$ cat src/rtl/clkdiv_pkg.sv
`timescale 1ns/1ps
package clkdiv_pkg;
  // Default number of toggle stages in the divider chain.
  localparam int unsigned CHAIN_W_DEF = 3;
  // Number of divided outputs brought to the pins.
  localparam int unsigned OUT_W = 3;
endpackage

$ cat src/rtl/clkdiv_freeze_retime.sv
`timescale 1ns/1ps
// Samples the freeze request on the falling clock edge so the rising-edge
// chain only ever sees a level that is settled for a full half period.
module clkdiv_freeze_retime (
  input  logic clk,
  input  logic mr,
  input  logic en,
  output logic hold
);
  always_ff @(negedge clk or posedge mr) begin
    if (mr) hold <= 1'b0;
    else    hold <= en;
  end
endmodule

$ cat src/rtl/clkdiv_release_retime.sv
`timescale 1ns/1ps
// Two-stage release of the master reset: first a falling-edge stage, then a
// rising-edge stage whose output gates counting. Counting starts on the 2nd
// rising edge (release in high phase) or the 3rd (release in low phase).
module clkdiv_release_retime (
  input  logic clk,
  input  logic mr,
  output logic run_ok
);
  logic fall_stage;

  always_ff @(negedge clk or posedge mr) begin
    if (mr) fall_stage <= 1'b0;
    else    fall_stage <= 1'b1;
  end

  always_ff @(posedge clk or posedge mr) begin
    if (mr) run_ok <= 1'b0;
    else    run_ok <= fall_stage;
  end
endmodule

$ cat src/rtl/clkdiv_toggle_chain.sv
`timescale 1ns/1ps
// Synchronous binary toggle chain: bit i toggles when advance is set and all
// lower bits are 1. Every bit is a register clocked on the rising edge.
module clkdiv_toggle_chain #(
  parameter int unsigned W = 3
) (
  input  logic         clk,
  input  logic         mr,
  input  logic         adv,
  output logic [W-1:0] bits
);
  logic [W:0] carry;

  assign carry[0] = adv;

  for (genvar i = 0; i < W; i++) begin : g_stage
    assign carry[i+1] = carry[i] & bits[i];

    always_ff @(posedge clk or posedge mr) begin
      if (mr)            bits[i] <= 1'b0;
      else if (carry[i]) bits[i] <= ~bits[i];
    end
  end
endmodule

$ cat src/rtl/clkdiv_gated_top.sv
`timescale 1ns/1ps
module clkdiv_gated_top #(
  parameter int unsigned CHAIN_W = clkdiv_pkg::CHAIN_W_DEF
) (
  input  logic clk,
  input  logic mr,
  input  logic en,
  output logic q0,
  output logic q1,
  output logic q2
);
  localparam int unsigned W = (CHAIN_W < clkdiv_pkg::OUT_W) ? clkdiv_pkg::OUT_W : CHAIN_W;

  logic         en_hold;
  logic         run_ok;
  logic         adv;
  logic [W-1:0] chain;

  clkdiv_freeze_retime u_freeze (
    .clk  (clk),
    .mr   (mr),
    .en   (en),
    .hold (en_hold)
  );

  clkdiv_release_retime u_release (
    .clk    (clk),
    .mr     (mr),
    .run_ok (run_ok)
  );

  // Advance only after reset release has retimed and while not frozen.
  assign adv = run_ok & ~en_hold;

  clkdiv_toggle_chain #(.W(W)) u_chain (
    .clk  (clk),
    .mr   (mr),
    .adv  (adv),
    .bits (chain)
  );

  assign q0 = chain[0];
  assign q1 = chain[1];
  assign q2 = chain[2];
endmodule

$ cat config.mk
export PLATFORM = sky130hd
export DESIGN_NAME = clkdiv_gated_top
export DESIGN_NICKNAME = d
export VERILOG_FILES = /design/src/rtl/clkdiv_pkg.sv /design/src/rtl/clkdiv_freeze_retime.sv /design/src/rtl/clkdiv_release_retime.sv /design/src/rtl/clkdiv_toggle_chain.sv /design/src/rtl/clkdiv_gated_top.sv
export SDC_FILE = /design/constraint.sdc
export NUM_CORES = 1
export LEC_CHECK = 0
export BUFFER_PORTS_ARGS = -buffer_cell sky130_fd_sc_hd__buf_2
export CAP_MARGIN = 20
export CORE_AREA = 4 4 41 43
export CTS_CLUSTER_DIAMETER = 80
export DETAILED_ROUTE_END_ITERATION = 8
export DIE_AREA = 0 0 45 47
export GPL_TIMING_DRIVEN = 0
export SETUP_SLACK_MARGIN = 0.05
export SLEW_MARGIN = 40
export SYNTH_ARGS = -nofsm -noshare
export SYNTH_HDL_FRONTEND = slang
export SYNTH_HIERARCHICAL = 1
export SYNTH_SLANG_ARGS = --single-unit
$ cat constraint.sdc
create_clock -name clk -period 1.09 [get_ports clk]
set_input_delay 0.0545 -clock clk [delete_from_list [all_inputs] [get_ports clk]]
set_output_delay 0.0545 -clock clk [all_outputs]
set_load 0.005 [all_outputs]
-- Word-level counts from Yosys, hierarchy flattened
Index checks and enable logic that the tools add are counted.
- register bits after elaboration: 6
- input bits: 3
- bitwise gates (word level): 7
- operators by type and width (kind ; number):
    $not 1->1 ; 4
    $and 1x1->1 ; 3

-- Depth between registers and ports, before layout
- depth after elaboration: 4
- depth in mapped cells: 3
- gate-level depth less buffers: 3

-- By module
The synthesis kept the hierarchy.
- modules (own cells, without submodules) (module ; area each (µm²) ; sequential area each (µm²) ; cells an instance ; times used):
    clkdiv_toggle_chain ; 113.9 ; 75.1 ; 9 ; 1
    clkdiv_release_retime ; 57.6 ; 50.0 ; 4 ; 1
    clkdiv_freeze_retime ; 28.8 ; 25.0 ; 2 ; 1
    clkdiv_gated_top ; 13.8 ; 0.0 ; 1 ; 1

==> flow_metrics.py <==
metrics = {
    "final_layout": {
        "final_common_cell": "buf_2",
        "nFillCells": 147,
        "instances_no_fill": 41,
        "drive_above_1_share_pct": 38.5,
        "final_cell_mix": "5 x buf_2, 4 x dfrtp_1, 3 x clkbuf_4, 3 x inv_1",
        "insertedDiodeCount": 0,
        "syn2layout_area_growth_pct": 39.8,
        "fin_nets": 30,
        "fin_util_pct": 23.0,
    },
    "synthesis": {
        "syn_inst": 16,
        "synth_warnings": 6,
        "synth_seq_area_share_pct": 70.2,
        "synth.avg_cell_area_um2": 13.4,
        "synth_area_um2": 214,
        "synth_seq_cells": 6,
        "yosysUniqueCellTypes": 9,
        "synth_nets": 19,
    },
    "timing": {
        "rsz0062_at_grt": "true",
        "fin_skew_ns": 0.0128,
        "drv_slew": 0,
        "setup_viol": 3,
        "hold_violations": 0,
        "timing.final.ws_setup_ns": -0.280,
    },
    "route": {
        "drc_errors": 0,
        "drt_wl_total_um": 294,
        "vias": 126,
        "drtIter0Drc": 0,
        "via_per_inst": 3.07,
        "dr.pass1.iters": 1,
        "routedWlPerCell_um": 7.17,
        "final_antenna_net_count": 0,
    },
    "setup_path": {
        "cp.arrival_ns": 1.50,
        "worstReg2RegStart": "u_freeze/hold",
        "r2r-end": "u_chain/bits[2]",
        "ff2ff_setup_slack_ns": -0.28,
        "path_max_fanout": 3,
        "reg2reg_depth": 3,
        "critPathKind": "reg2reg",
        "startpoint_type": "flip-flop",
        "cp_data_required_time_ns": 1.22,
        "worstSetupEndpointType": "flip-flop",
    },
    "clocking": {
        "cts_buffer_depth": 2,
        "clk_latency_ns": 0.25,
        "clk_pin_slew_ns": 0.05,
        "root_buffer": "clkbuf_4",
        "cts_post_setup_buffers_inserted": 0,
        "clock_sinks": 6,
        "ctsResizeCount": 0,
        "cts_tree": "built",
        "numCtsBuffers": 3,
        "htree_levels": 1,
    },
    "grt": {
        "grt_pass1_wl_um": 579,
        "grt_use_total_pct": 4.77,
        "busiest_layer": "met3",
        "grtUsageMet2_pct": 5.08,
        "use_met3_pct": 5.75,
        "grt_max_degree": 5,
        "use_met1_pct": 4.16,
        "antenna_found_initial": 0,
        "grt_pass1_vias": 150,
        "globalRouteOverflowTotal": 0,
    },
    "status": {
        "status": "complete, but fails checks",
        "violations": "setup timing",
    },
    "die": {
        "die_y_um": 47,
        "design.core.area_um2": 1300,
        "die-area_um2": 2120,
        "dieWidth_um": 45,
        "ioPinCount": 6,
        "initial_core_util_pct": 16.4,
        "rows": 13,
    },
    "run": {
        "maxCapViolations": 0,
    },
    "placement": {
        "dp_slack_ns": -0.275,
        "dp_cells": 36,
        "dpl.hpwl_um": 223,
        "routabilityCongestion": 0.593,
        "port_buffers": 5,
    },
    "pwr": {
        "finalPower_uw": 704,
        "vdd_drop_max_mv": 1.05,
        "p_leak_nw": 0.148,
        "power.density_nw_per_um2": 2350,
    },
    "hold_path": {
        "hold_path_class": "in2async",
    },
}
how the worst max path moves through the flow:
| stage | depth (start not counted) | end | from | slack [ns] |
|---|---|---|---|---|
| 3_3_place_gp | 3 | u_chain/bits[2] | u_freeze/hold | -0.27 |
| 2_1_floorplan | 3 | u_chain/bits[1] | u_freeze/hold | -0.24 |
| 4_1_cts | 3 | u_chain/bits[2] | u_freeze/hold | -0.29 |
| 5_1_grt | 3 | u_chain/bits[1] | u_freeze/hold | -0.32 |
| 6_report | 3 | u_chain/bits[2] | u_freeze/hold | -0.28 |
| 3_5_place_dp | 3 | u_chain/bits[2] | u_freeze/hold | -0.28 |
critical path, stage by stage, from the launching register on:
cell and delay, ns:
dfrtn_1 0.35, nor2b_4 0.15, nand3_2 0.08, xnor2_1 0.13
synthesized netlist by cell type:
cell     n  area, µm²
nor2b_4  1       13.8
dfrtp_1  4        100
dfrtn_1  2       50.1
nand3_1  1       5.00
xnor2_1  2       17.5
inv_1    3       11.3
conb_1   1       3.75
xor2_1   1       8.76
nand2_1  1       3.75
flip-flops by register name, summed over array words and instances (netlist names):
name / flops
u_chain/bits: 3
u_freeze/hold: 1
u_release/fall_stage: 1
u_release/run_ok: 1
repair_timing:
| item | CTS | global route |
|---|---|---|
| pin swaps | 0 | 1 |
| hold buffers | 1 | 0 |
| hold endpoints to repair | 4 | 0 |
| endpoints found under the setup margin | 3 | 3 |
cell families (layout without fill, tap and decap cells):
logic type             count (synthesis)  after routing  share of synthesized area, %
flip-flops                             6              6                          70.2
XOR/XNOR                               3              3                          12.3
AND/OR/NAND/NOR                        3              3                          10.5
buffers and inverters                  3             13                          5.26
other                                  1              1                          1.75
per-stage QoR:
step	cell area, µm²	hold WS [ns]	setup TNS, ns
3_3_place_gp	263	-0.0702	-0.711
4_1_cts	299	0.236	-0.748
3_5_place_dp	263	-0.0670	-0.722
2_1_floorplan	219	-0.204	-0.647
6_report	299	0.239	-0.739
5_1_grt	299	0.249	-0.857
cell type report:
class / instances / area, µm² / share of cell area, %
sequential: 6 / 150 / 50.2
multi-input combinational: 7 / 57.6 / 19.2
timing repair buffer: 6 / 35.0 / 11.7
clock buffer: 4 / 26.3 / 8.79
tap: 15 / 18.8 / 6.28
inverter: 3 / 11.3 / 3.77
where the power goes:
group          internal [mW]  switching, mW
sequential             0.288         0.0577
clock                  0.139         0.0782
combinational         0.0871         0.0541
layer usage:
layer | vias to the layer above | part of all wire [%]
met3 | 0 | 13
met2 | 5 | 38
met1 | 58 | 48
li1 | 63 | -
met4 | 0 | 0
met5 | - | 0
Note: power is estimated with default switching activity, not from simulation.
